**src/rtl/i2c_fab_pkg.sv**
```systemverilog
package i2c_fab_pkg;
  localparam int unsigned DEF_CH    = 8;
  localparam int unsigned LINE_CNT  = 2;
  typedef enum int unsigned {
    LINE_SCL = 0,
    LINE_SDA = 1
  } line_idx_e;
endpackage

```
**src/rtl/i2c_fab_rst_sync.sv**
```systemverilog
module i2c_fab_rst_sync #(
  parameter int unsigned STAGES = 2
) (
  input  logic clk,
  input  logic arst_n,
  output logic srst_n
);
  logic [STAGES-1:0] chain_q;
  logic [STAGES-1:0] chain_d;

  always_comb begin
    chain_d = {chain_q[STAGES-2:0], 1'b1};
  end

  always_ff @(posedge clk or negedge arst_n) begin
    if (!arst_n) chain_q <= '0;
    else         chain_q <= chain_d;
  end

  assign srst_n = chain_q[STAGES-1];
endmodule

```
**src/rtl/i2c_fab_selreg.sv**
```systemverilog
module i2c_fab_selreg #(
  parameter int unsigned NUM_CH = 8
) (
  input  logic              clk,
  input  logic              rst_n,
  input  logic              wr_i,
  input  logic [NUM_CH-1:0] data_i,
  input  logic              stop_i,
  output logic [NUM_CH-1:0] active_o
);
  logic [NUM_CH-1:0] pend_q, pend_d;
  logic [NUM_CH-1:0] act_q, act_d;
  logic              pend_en, act_en;

  always_comb begin
    pend_en = wr_i;
    pend_d  = data_i;
    act_en  = stop_i;
    // a word arriving with the stop is the one the stop closes
    act_d   = wr_i ? data_i : pend_q;
  end

  always_ff @(posedge clk or negedge rst_n) begin
    if (!rst_n) begin
      pend_q <= '0;
      act_q  <= '0;
    end else begin
      if (pend_en) pend_q <= pend_d;
      if (act_en)  act_q  <= act_d;
    end
  end

  assign active_o = act_q;

  p_hold_r2: assert property (@(posedge clk) disable iff (!rst_n)
    !stop_i |=> $stable(active_o));
  p_load_r3: assert property (@(posedge clk) disable iff (!rst_n)
    (stop_i && !wr_i) |=> (active_o == $past(pend_q)));
  p_fwd_r4: assert property (@(posedge clk) disable iff (!rst_n)
    (stop_i && wr_i) |=> (active_o == $past(data_i)));
  p_rst_r1: assert property (@(posedge clk)
    !rst_n |-> (active_o == '0));
endmodule

```
**src/rtl/i2c_fab_lane.sv**
```systemverilog
module i2c_fab_lane #(
  parameter int unsigned NUM_CH = 8
) (
  input  logic              clk,
  input  logic              rst_n,
  input  logic [NUM_CH-1:0] en_i,
  input  logic              host_low_i,
  input  logic [NUM_CH-1:0] dn_low_i,
  output logic              up_drive_o,
  output logic [NUM_CH-1:0] dn_drive_o,
  output logic              up_level_o,
  output logic [NUM_CH-1:0] dn_level_o
);
  logic [NUM_CH-1:0] tap;
  logic              bus_low;

  always_comb begin
    tap     = en_i & dn_low_i;
    bus_low = host_low_i | (|tap);
  end

  assign up_drive_o = |tap;
  assign up_level_o = ~bus_low;

  for (genvar c = 0; c < NUM_CH; c++) begin : g_ch
    assign dn_drive_o[c] = en_i[c] & bus_low;
    assign dn_level_o[c] = ~(dn_low_i[c] | dn_drive_o[c]);
  end

  p_follow_r7: assert property (@(posedge clk) disable iff (!rst_n)
    !up_level_o |-> ((dn_drive_o | ~en_i) == {NUM_CH{1'b1}}));
  p_iso_r8: assert property (@(posedge clk) disable iff (!rst_n)
    ((dn_drive_o & ~en_i) == '0));
  p_dnlvl_r10: assert property (@(posedge clk) disable iff (!rst_n)
    ((dn_level_o & dn_drive_o) == '0));
  p_up_r6: assert property (@(posedge clk) disable iff (!rst_n)
    up_drive_o |-> !up_level_o);
endmodule

```
**src/rtl/i2c_fab_switch.sv**
```systemverilog
module i2c_fab_switch
  import i2c_fab_pkg::*;
#(
  parameter int unsigned NUM_CH = DEF_CH
) (
  input  logic              clk,
  input  logic              rst_n,
  input  logic              sel_wr_i,
  input  logic [NUM_CH-1:0] sel_data_i,
  input  logic              stop_i,
  input  logic              host_scl_low_i,
  input  logic              host_sda_low_i,
  input  logic [NUM_CH-1:0] dn_scl_low_i,
  input  logic [NUM_CH-1:0] dn_sda_low_i,
  output logic              up_scl_drive_o,
  output logic              up_sda_drive_o,
  output logic [NUM_CH-1:0] dn_scl_drive_o,
  output logic [NUM_CH-1:0] dn_sda_drive_o,
  output logic              up_scl_level_o,
  output logic              up_sda_level_o,
  output logic [NUM_CH-1:0] dn_scl_level_o,
  output logic [NUM_CH-1:0] dn_sda_level_o,
  output logic [NUM_CH-1:0] active_mask_o
);
  logic              srst_n;
  logic [NUM_CH-1:0] act;
  logic [NUM_CH-1:0] en_gated;

  logic [LINE_CNT-1:0]             host_low;
  logic [LINE_CNT-1:0][NUM_CH-1:0] dn_low;
  logic [LINE_CNT-1:0]             up_drive, up_level;
  logic [LINE_CNT-1:0][NUM_CH-1:0] dn_drive, dn_level;

  i2c_fab_rst_sync #(.STAGES(2)) u_rst (
    .clk    (clk),
    .arst_n (rst_n),
    .srst_n (srst_n)
  );

  i2c_fab_selreg #(.NUM_CH(NUM_CH)) u_sel (
    .clk      (clk),
    .rst_n    (srst_n),
    .wr_i     (sel_wr_i),
    .data_i   (sel_data_i),
    .stop_i   (stop_i),
    .active_o (act)
  );

  // raw reset gates the paths so disconnection does not wait for a clock
  assign en_gated = rst_n ? act : '0;

  assign host_low[LINE_SCL] = host_scl_low_i;
  assign host_low[LINE_SDA] = host_sda_low_i;
  assign dn_low[LINE_SCL]   = dn_scl_low_i;
  assign dn_low[LINE_SDA]   = dn_sda_low_i;

  for (genvar l = 0; l < LINE_CNT; l++) begin : g_line
    i2c_fab_lane #(.NUM_CH(NUM_CH)) u_lane (
      .clk        (clk),
      .rst_n      (srst_n),
      .en_i       (en_gated),
      .host_low_i (host_low[l]),
      .dn_low_i   (dn_low[l]),
      .up_drive_o (up_drive[l]),
      .dn_drive_o (dn_drive[l]),
      .up_level_o (up_level[l]),
      .dn_level_o (dn_level[l])
    );
  end

  assign up_scl_drive_o = up_drive[LINE_SCL];
  assign up_sda_drive_o = up_drive[LINE_SDA];
  assign dn_scl_drive_o = dn_drive[LINE_SCL];
  assign dn_sda_drive_o = dn_drive[LINE_SDA];
  assign up_scl_level_o = up_level[LINE_SCL];
  assign up_sda_level_o = up_level[LINE_SDA];
  assign dn_scl_level_o = dn_level[LINE_SCL];
  assign dn_sda_level_o = dn_level[LINE_SDA];
  assign active_mask_o  = en_gated;

  p_rstoff_r9: assert property (@(posedge clk)
    !rst_n |-> (dn_scl_drive_o == '0 && dn_sda_drive_o == '0 &&
                !up_scl_drive_o && !up_sda_drive_o));
endmodule

```
**config.mk**
```make
export PLATFORM = sky130hd
export DESIGN_NAME = i2c_fab_switch
export DESIGN_NICKNAME = d
export VERILOG_FILES = /design/src/rtl/i2c_fab_pkg.sv /design/src/rtl/i2c_fab_rst_sync.sv /design/src/rtl/i2c_fab_selreg.sv /design/src/rtl/i2c_fab_lane.sv /design/src/rtl/i2c_fab_switch.sv
export SDC_FILE = /design/constraint.sdc
export NUM_CORES = 1
export LEC_CHECK = 0
export BUFFER_PORTS_ARGS = -buffer_cell sky130_fd_sc_hd__buf_2
export CAP_MARGIN = 20
export CELL_PAD_IN_SITES_DETAIL_PLACEMENT = 1
export CELL_PAD_IN_SITES_GLOBAL_PLACEMENT = 1
export CORE_ASPECT_RATIO = 0.8
export CORE_UTILIZATION = 29
export DETAILED_ROUTE_END_ITERATION = 12
export PLACE_DENSITY = 0.95
export RECOVER_POWER = 25
export SLEW_MARGIN = 10
export SYNTH_ARGS = -nofsm -noshare
export SYNTH_HDL_FRONTEND = slang
export SYNTH_SLANG_ARGS = --single-unit
```
**constraint.sdc**
```tcl
create_clock -name clk -period 2.6 [get_ports clk]
set_input_delay 0.52 -clock clk [delete_from_list [all_inputs] [get_ports clk]]
set_output_delay 0.52 -clock clk [all_outputs]
set_load 0.05 [all_outputs]
```
==> results of run 1 <==
layout make-up:
cell class	instances	area, µm²	area share
multi-input combinational	77	484	0.332
sequential	18	450	0.309
timing repair buffer	76	387	0.265
clock buffer	4	55.1	0.0378
tap	40	50.0	0.0344
inverter	8	30.0	0.0206
power by group through the flow:
stage	Clock (W)	Combinational, W	Sequential (W)
6_report	0.000227	0.000494	0.000342
5_1_grt	0.000246	0.000522	0.000348
4_1_cts	0.000232	0.000492	0.000343
3_5_place_dp	0	0.000491	0.000348
3_3_place_gp	0	0.000482	0.000346
2_1_floorplan	0	0.000370	0.000337
cell families after synthesis:
group,share of synthesized area
compound gates,0.159
buf+inv,0.0526
flops,0.462
mux,0.185
other cells,0.00384
simple gates,0.138
stage by stage:
step	hold slack, ns	worst slack [ns]	util	total power, W
finish	0.229	0.152	0.462	0.00106
global route	0.258	0.0237	0.462	0.00112
global placement	0.266	0.145	0.442	0.000827
floorplan	0.200	0.0271	-	0.000708
detailed placement	0.288	0.111	0.442	0.000839
CTS	0.119	0.0441	0.459	0.00107
Yosys cell counts:
cell	number
or3_1	2
conb_1	1
buf_2	2
nor2_1	18
nand2_1	12
nor3_1	2
mux2_2	16
clkbuf_1	3
dfrtp_1	18
inv_1	8
a21oi_1	16
o21a_1	2
a22oi_1	8
timing repair:
item                                    CTS  global route
gates resized for setup                   0             2
hold buffers                              0             0
endpoints found under the setup margin    0            14
flip-flops by register name, summed over array words and instances, names as in the netlist:
register	cells
u_rst.chain_q	2
u_sel.pend_q	8
u_sel.active_o	8
critical path, stage by stage, from the launching register on:
cell     delay [ns]
dfrtp_1        0.43
a22oi_1        0.22
nand2_1        0.14
or3_4          0.41
a21oi_1        0.18
buf_2          0.28
per-layer routing:
layer  up-vias  track usage  part of all wire
met5         -            0                 0
li1        516            -                 -
met3         2       0.0551             0.061
met2        47        0.355              0.52
met1       523        0.238              0.42
met4         0       0.0426            0.0032
worst max-delay path by stage:
stage / to / slack, ns
2_1_floorplan: dn_scl_level_o[0] / 0.03
3_3_place_gp: dn_sda_level_o[2] / 0.15
3_5_place_dp: dn_sda_level_o[6] / 0.11
4_1_cts: dn_scl_level_o[0] / 0.04
5_1_grt: dn_scl_level_o[0] / 0.02
6_report: dn_scl_level_o[0] / 0.15
==> flow_metrics.env, run 1 <==
export IMPL_fmax_mhz=409
export IMPL_clk_pin_slew_ns=0.07
export IMPL_intPower_w=0.000573
export IMPL_track_usage=0.198
export IMPL_io_buffers=73
export IMPL_seq_area_frac_synth=0.462
export IMPL_fin_crit_sh=0.941
export IMPL_synth_area_um2=976
export IMPL_critical_path_endpoint_type="primary output"
export IMPL_rsz0062_at_grt="false"
export IMPL_ctsLongestPathBuffers=2
export IMPL_reg2reg_to="u_sel.active_o[5]$_DFFE_PN0P_"
export IMPL_crit_start="u_sel.active_o[0]$_DFFE_PN0P_"
export IMPL_final_area_um2=1460
export IMPL_grt_first_pass_wirelength_um=5220
export IMPL_antennaDiodeCount=0
export IMPL_drtIter0Drc=16
export IMPL_syn_inst=108
export IMPL_ys_types=13
export IMPL_p_sw_frac=0.461
export IMPL_nets=214
export IMPL_fin_cells=223
export IMPL_min_period_ns=2.45
export IMPL_ys_ff_latch=18
export IMPL_pwr_share_clk=0.214
export IMPL_placedInstanceArea_um2=1390
export IMPL_crit_type="reg -> out"
export IMPL_gp_congestion=0.774
export IMPL_worstPathRequired_ns=2.08
export IMPL_start_util=0.310
export IMPL_antenna_found_initial=0
export IMPL_ant_nets=0
export IMPL_yosys_top_cells_area="dfrtp_1 46%, mux2_2 18%, a21oi_1 8.2%"
export IMPL_die_y_um=53.9
export IMPL_vias=1088
export IMPL_relSlewSlack=0.575
export IMPL_p_leak_nw=0.826
export IMPL_clk_latency_ns=0.25
export IMPL_avgSynthCellArea_um2=9.04
export IMPL_status="completed"
export IMPL_n_fill_cell=407
export IMPL_hold_violations=0
export IMPL_final_cell_mix="72 x buf_2, 18 x nor2_1, 18 x dfrtp_1"
export IMPL_dp_hpwl_um=2800
export IMPL_final_common_cell="buf_2"
export IMPL_drt_pass1_iter_count=4
export IMPL_fin_skew_ns=0.00395
export IMPL_vias_per_cell=4.88
export IMPL_drive_above_1_share=0.530
export IMPL_cts_made_buffers=3
export IMPL_fp_row_count=18
export IMPL_combPwrFrac=0.464
export IMPL_worst_ir_drop_vdd_mv=0.393
export IMPL_drc=0
export IMPL_r2r_start="u_sel.pend_q[5]$_DFF_PN0_"
export IMPL_synth_top_area_cell="dfrtp_1"
export IMPL_seq_power_share=0.322
export IMPL_overflow=0
export IMPL_htree_levels=1
export IMPL_drv_cap=0
export IMPL_num_io_pins=74
export IMPL_rrSetupSlack_ns=1.58
export IMPL_p_switching_w=0.000491
export IMPL_root_buffer="clkbuf_8"
export IMPL_yosys_warnings=0
export IMPL_cts_tree="done"
export IMPL_start_kind="flop"
export IMPL_setup_violations=0
export IMPL_coreArea_um2=3150
export IMPL_wl_um=3400
export IMPL_syn_to_final_growth_pct=49.2
export IMPL_cts_setup_buffers=0
export IMPL_r2r_cells=2
export IMPL_wire_per_inst_um=15.2
export IMPL_crit_fanout=8
export IMPL_final_setup_tns_ns=0
export IMPL_dp_cells=219
export IMPL_cts_sinks=18
export IMPL_die_area_um2=3600
export IMPL_yosysTopAreaCellShare=0.462
export IMPL_crit_arrival_ns=1.93
export IMPL_die_x_um=66.9
export IMPL_grt_max_degree=17
export IMPL_hold_path_class="in -> async"
export IMPL_worst_slew_pin_slew_ns=0.637
export IMPL_grt_pass1_vias=1134
export IMPL_syn_num_nets=138
export IMPL_drv_slew=0
export IMPL_powerDensity_nw_per_um2=730
No activity file was read; power rests on OpenSTA's default activity.
==> run 2: changes to the inputs <==
Settings changed: REMOVE_ABC_BUFFERS set to 1.
==> run 2 against run 1 <==
Net effect: count of clock-buffer cells in the layout did not move; flip-flop and latch count is the same; power down 0.72%; global-route usage fell by 0.25 points; combinational power hardly changed; worst setup slack lost 0.058 ns; critical path depth did not move; via count up 1.5%.
==> flow_metrics.env, run 2 (same netlist as run 1, synthesis figures left out) <==
export IMPL_status="completed"
export IMPL_worst_slew_pin_slew_ns=0.615
export IMPL_grt_max_degree=17
export IMPL_final_setup_tns_ns=0
export IMPL_die_area_um2=3600
export IMPL_gp_congestion=0.732
export IMPL_ant_nets=0
export IMPL_drive_above_1_share=0.527
export IMPL_die_y_um=53.9
export IMPL_dp_hpwl_um=2700
export IMPL_crit_start="u_sel.active_o[4]$_DFFE_PN0P_"
export IMPL_hold_violations=0
export IMPL_min_period_ns=2.51
export IMPL_hold_path_class="in -> async"
export IMPL_timing_hold_ws_ns=0.213
export IMPL_drv_cap=0
export IMPL_rsz0062_at_grt="false"
export IMPL_worstPathRequired_ns=2.08
export IMPL_final_core_utilization=0.462
export IMPL_cts_hold_buf=0
export IMPL_finalPower_w=0.00106
export IMPL_fmax_mhz=399
export IMPL_htree_levels=1
export IMPL_fin_skew_ns=0.00489
export IMPL_critical_path_endpoint_type="primary output"
export IMPL_nets=213
export IMPL_cts_made_buffers=3
export IMPL_die_x_um=66.9
export IMPL_vias_per_cell=4.97
export IMPL_r2r_cells=2
export IMPL_r2r_start="u_sel.pend_q[1]$_DFF_PN0_"
export IMPL_drc=0
export IMPL_antennaDiodeCount=0
export IMPL_antenna_found_initial=0
export IMPL_crit_fanout=8
export IMPL_cts_tree="done"
export IMPL_ctsLongestPathBuffers=2
export IMPL_clk_pin_slew_ns=0.07
export IMPL_clk_latency_ns=0.25
export IMPL_num_io_pins=74
export IMPL_drtIter0Drc=22
export IMPL_start_util=0.310
export IMPL_io_buffers=73
export IMPL_overflow=0
export IMPL_setup_violations=0
export IMPL_grt_first_pass_wirelength_um=5030
export IMPL_cts_sinks=18
export IMPL_grt_pass1_vias=1090
export IMPL_drv_slew=0
export IMPL_powerDensity_nw_per_um2=725
export IMPL_track_usage=0.196
export IMPL_drt_pass1_iter_count=4
export IMPL_crit_type="reg -> out"
export IMPL_relSlewSlack=0.590
export IMPL_syn_to_final_growth_pct=49.2
export IMPL_fin_ws_ns=0.0940
export IMPL_final_common_cell="buf_2"
export IMPL_wl_um=3240
export IMPL_root_buffer="clkbuf_8"
export IMPL_coreArea_um2=3150
export IMPL_place_ws_ns=0.0494
export IMPL_vias=1104
export IMPL_p_leak_nw=0.821
export IMPL_fin_crit_sh=0.964
export IMPL_start_kind="flop"
export IMPL_crit_arrival_ns=1.99
export IMPL_worst_ir_drop_vdd_mv=0.316
export IMPL_wire_per_inst_um=14.6
export IMPL_fp_row_count=18
export IMPL_final_cell_mix="69 x buf_2, 18 x nor2_1, 18 x dfrtp_1"
## run 2: cell count changes in the layout (fill, tap and decap cells not counted), sizes merged
cell,change
buf,-4
clkbuf,+3
## run 2: critical path: stages, from the launching register on
cell      delay, ns
dfrtp_1        0.42
a22oi_1        0.24
nand2_1        0.16
or3_4          0.41
a21oi_1        0.23
clkbuf_4       0.27
## run 2: final cells by class
type                    instances  area (µm²)
repair buffers                 75         387
clock buffers                   4        55.1
multi-input cells              77         484
flip-flops and latches         18         450
fillers                       417        1700
well taps                      40        50.0
inverters                       8        30.0
## run 2: through the flow
step	area, µm²	cells
after global placement	1390	218
after global routing	1460	222
after floorplan	955	103
final	1460	222
after CTS	1440	222
after detailed placement	1390	218
## run 2: worst paths after layout
check	to	slack, ns
setup / recovery	dn_sda_level_o[2]	0.09
hold / removal	u_rst.chain_q[0]$_DFF_PN0_	0.21
setup reg to reg	u_sel.active_o[1]$_DFFE_PN0P_	1.59
hold reg to reg	u_sel.active_o[7]$_DFFE_PN0P_	0.26
max in group asynchronous	u_sel.pend_q[4]$_DFF_PN0_	1.94
min in group clk	u_rst.chain_q[1]$_DFF_PN0_	0.37
## run 2: power by group
part           internal (W)  total (W)  switching, W
sequential         0.000313   0.000341     0.0000287
combinational      0.000127   0.000492      0.000365
clock              0.000134   0.000222     0.0000880
## run 2: repair_timing
item,CTS,global route
gates resized for setup,0,5
endpoints found under the setup margin,0,16
hold endpoints to repair,0,0
buffers inserted,0,0
## run 2: per-layer routing
layer,vias to the layer above,wire [µm],GRT usage
met4,0,32,0.0603
li1,516,-,-
met2,56,1620,0.343
met5,-,0,0
met1,528,1310,0.238
met3,4,276,0.0487
==> run 3: changes to the inputs <==
Settings changed: CORE_UTILIZATION 29 to 30, CTS_BUF_LIST set to sky130_fd_sc_hd__clkbuf_4.
Clock period 2.6 ns to 3 ns, I/O delays scaled along.
==> run 3 against run 2 <==
Net effect: global-route usage is 0.79 points higher; worst hold slack gained 0.031 ns; power shrank 20%; non-clock buffer count unchanged; clock power shrank 45%; routed wire length grew 2.3%; cell area down 3.4%; critical endpoint is now dn_scl_level_o[1].
==> flow_metrics.env, run 3 (same netlist as run 1, synthesis figures left out) <==
export IMPL_status="completed"
export IMPL_drt_pass1_iter_count=4
export IMPL_dp_cells=218
export IMPL_fin_cells=221
export IMPL_die_x_um=65.8
export IMPL_hold_path_class="in -> async"
export IMPL_start_util=0.316
export IMPL_reg2reg_to="u_sel.active_o[0]$_DFFE_PN0P_"
export IMPL_dp_hpwl_um=2760
export IMPL_fin_skew_ns=0.00324
export IMPL_crit_chain="a22oi_1 -> nand2_1 -> or3_1 -> a21oi_1 -> buf_2"
export IMPL_vias_per_cell=5.05
export IMPL_r2r_cells=2
export IMPL_cts_sinks=18
export IMPL_fmax_mhz=376
export IMPL_grt_pass1_vias=1132
export IMPL_clk_latency_ns=0.30
export IMPL_cp_top_family="simple AND/OR/NAND/NOR gates"
export IMPL_worstPathRequired_ns=2.40
export IMPL_ctsLongestPathBuffers=2
export IMPL_coreArea_um2=3090
export IMPL_die_y_um=53.0
export IMPL_cts_hold_buf=0
export IMPL_rrSetupSlack_ns=1.97
export IMPL_r2r_start="u_sel.pend_q[0]$_DFF_PN0_"
export IMPL_start_kind="flop"
export IMPL_crit_arrival_ns=2.06
export IMPL_wire_per_inst_um=15.0
export IMPL_crit_buf_inv=1
export IMPL_n_fill_cell=407
export IMPL_final_setup_tns_ns=0
export IMPL_antennaDiodeCount=0
export IMPL_drive_above_1_share=0.514
export IMPL_crit_type="reg -> out"
export IMPL_relSlewSlack=0.562
export IMPL_antenna_found_initial=0
export IMPL_min_period_ns=2.66
export IMPL_nets=213
export IMPL_final_cell_mix="72 x buf_2, 18 x nor2_1, 18 x dfrtp_1"
export IMPL_clk_pin_slew_ns=0.10
export IMPL_drc=0
export IMPL_p_leak_nw=0.802
export IMPL_syn_to_final_growth_pct=44.1
export IMPL_drv_cap=0
export IMPL_powerDensity_nw_per_um2=597
export IMPL_cts_setup_buffers=0
export IMPL_gp_congestion=0.720
export IMPL_root_buffer="clkbuf_4"
export IMPL_ant_nets=0
export IMPL_hold_violations=0
export IMPL_cts_tree="done"
export IMPL_track_usage=0.203
export IMPL_io_buffers=73
export IMPL_critical_path_endpoint_type="primary output"
export IMPL_vias=1117
export IMPL_worst_ir_drop_vdd_mv=0.275
export IMPL_grt_max_degree=17
export IMPL_rsz0062_at_grt="false"
export IMPL_htree_levels=1
export IMPL_worst_slew_pin_slew_ns=0.657
export IMPL_drtIter0Drc=23
export IMPL_cts_resized=0
export IMPL_num_io_pins=74
export IMPL_wl_um=3310
export IMPL_cts_made_buffers=3
export IMPL_drv_slew=0
export IMPL_final_common_cell="buf_2"
export IMPL_die_area_um2=3490
export IMPL_crit_fanout=8
export IMPL_fp_row_count=18
export IMPL_cpPeakStageDelay_ns=0.52
export IMPL_fin_crit_sh=0.887
export IMPL_setup_violations=0
export IMPL_slowest_stage="or3_1"
export IMPL_overflow=0
export IMPL_grt_first_pass_wirelength_um=5180
==> run 3: cell types whose count changed in the layout (fill, tap and decap cells not counted), sizes merged <==
cell	previous run	this run
buf	71	74
clkbuf	8	4
==> run 3: layout make-up <==
| cell class | instances | area [µm²] | area share |
|---|---|---|---|
| inverters | 8 | 30.0 | 0.0214 |
| multi-input cells | 77 | 474 | 0.337 |
| clock buffers | 3 | 22.5 | 0.0160 |
| repair buffers | 75 | 379 | 0.270 |
| flip-flops and latches | 18 | 450 | 0.320 |
| well taps | 40 | 50.0 | 0.0356 |
==> run 3: worst max-delay path by stage <==
stage / start / to / depth (start not counted)
final: u_sel.active_o[2]$_DFFE_PN0P_ / dn_scl_level_o[1] / 5
after global routing: u_sel.active_o[2]$_DFFE_PN0P_ / dn_scl_level_o[0] / 5
after CTS: u_sel.active_o[2]$_DFFE_PN0P_ / dn_scl_level_o[1] / 5
after detailed placement: dn_scl_low_i[2] / dn_scl_level_o[1] / 6
after global placement: dn_sda_low_i[2] / dn_sda_level_o[4] / 6
after floorplan: dn_scl_low_i[2] / dn_scl_level_o[0] / 4
==> run 3: worst register-to-register path: stages, from the launching register on <==
cell     delay [ns]
dfrtp_1        0.39
mux2_2         0.28
mux2_2         0.26
==> run 3: stage by stage <==
stage / total power, W / hold slack, ns / util / setup slack, ns / area [µm²]
2_1_floorplan: 0.000607 / 0.200 / - / 0.281 / 955
3_3_place_gp: 0.000717 / 0.261 / 0.449 / 0.374 / 1390
3_5_place_dp: 0.000725 / 0.280 / 0.449 / 0.356 / 1390
4_1_cts: 0.000844 / 0.137 / 0.456 / 0.326 / 1410
5_1_grt: 0.000885 / 0.246 / 0.456 / 0.202 / 1410
6_report: 0.000839 / 0.245 / 0.456 / 0.338 / 1410
==> run 3: metal layers <==
layer | up-vias | wire, µm | global-route usage
met5 | - | 0 | 0
met4 | 0 | 30 | 0.0543
met3 | 5 | 238 | 0.0453
met2 | 53 | 1580 | 0.357
met1 | 544 | 1460 | 0.251
li1 | 515 | - | -
==> run 3: report_power, final <==
part	total (W)	internal (W)	switching, W
combinational	0.000423	0.000106	0.000317
clock	0.000121	0.0000468	0.0000741
sequential	0.000295	0.000270	0.0000248
total	0.000839	0.000424	0.000416
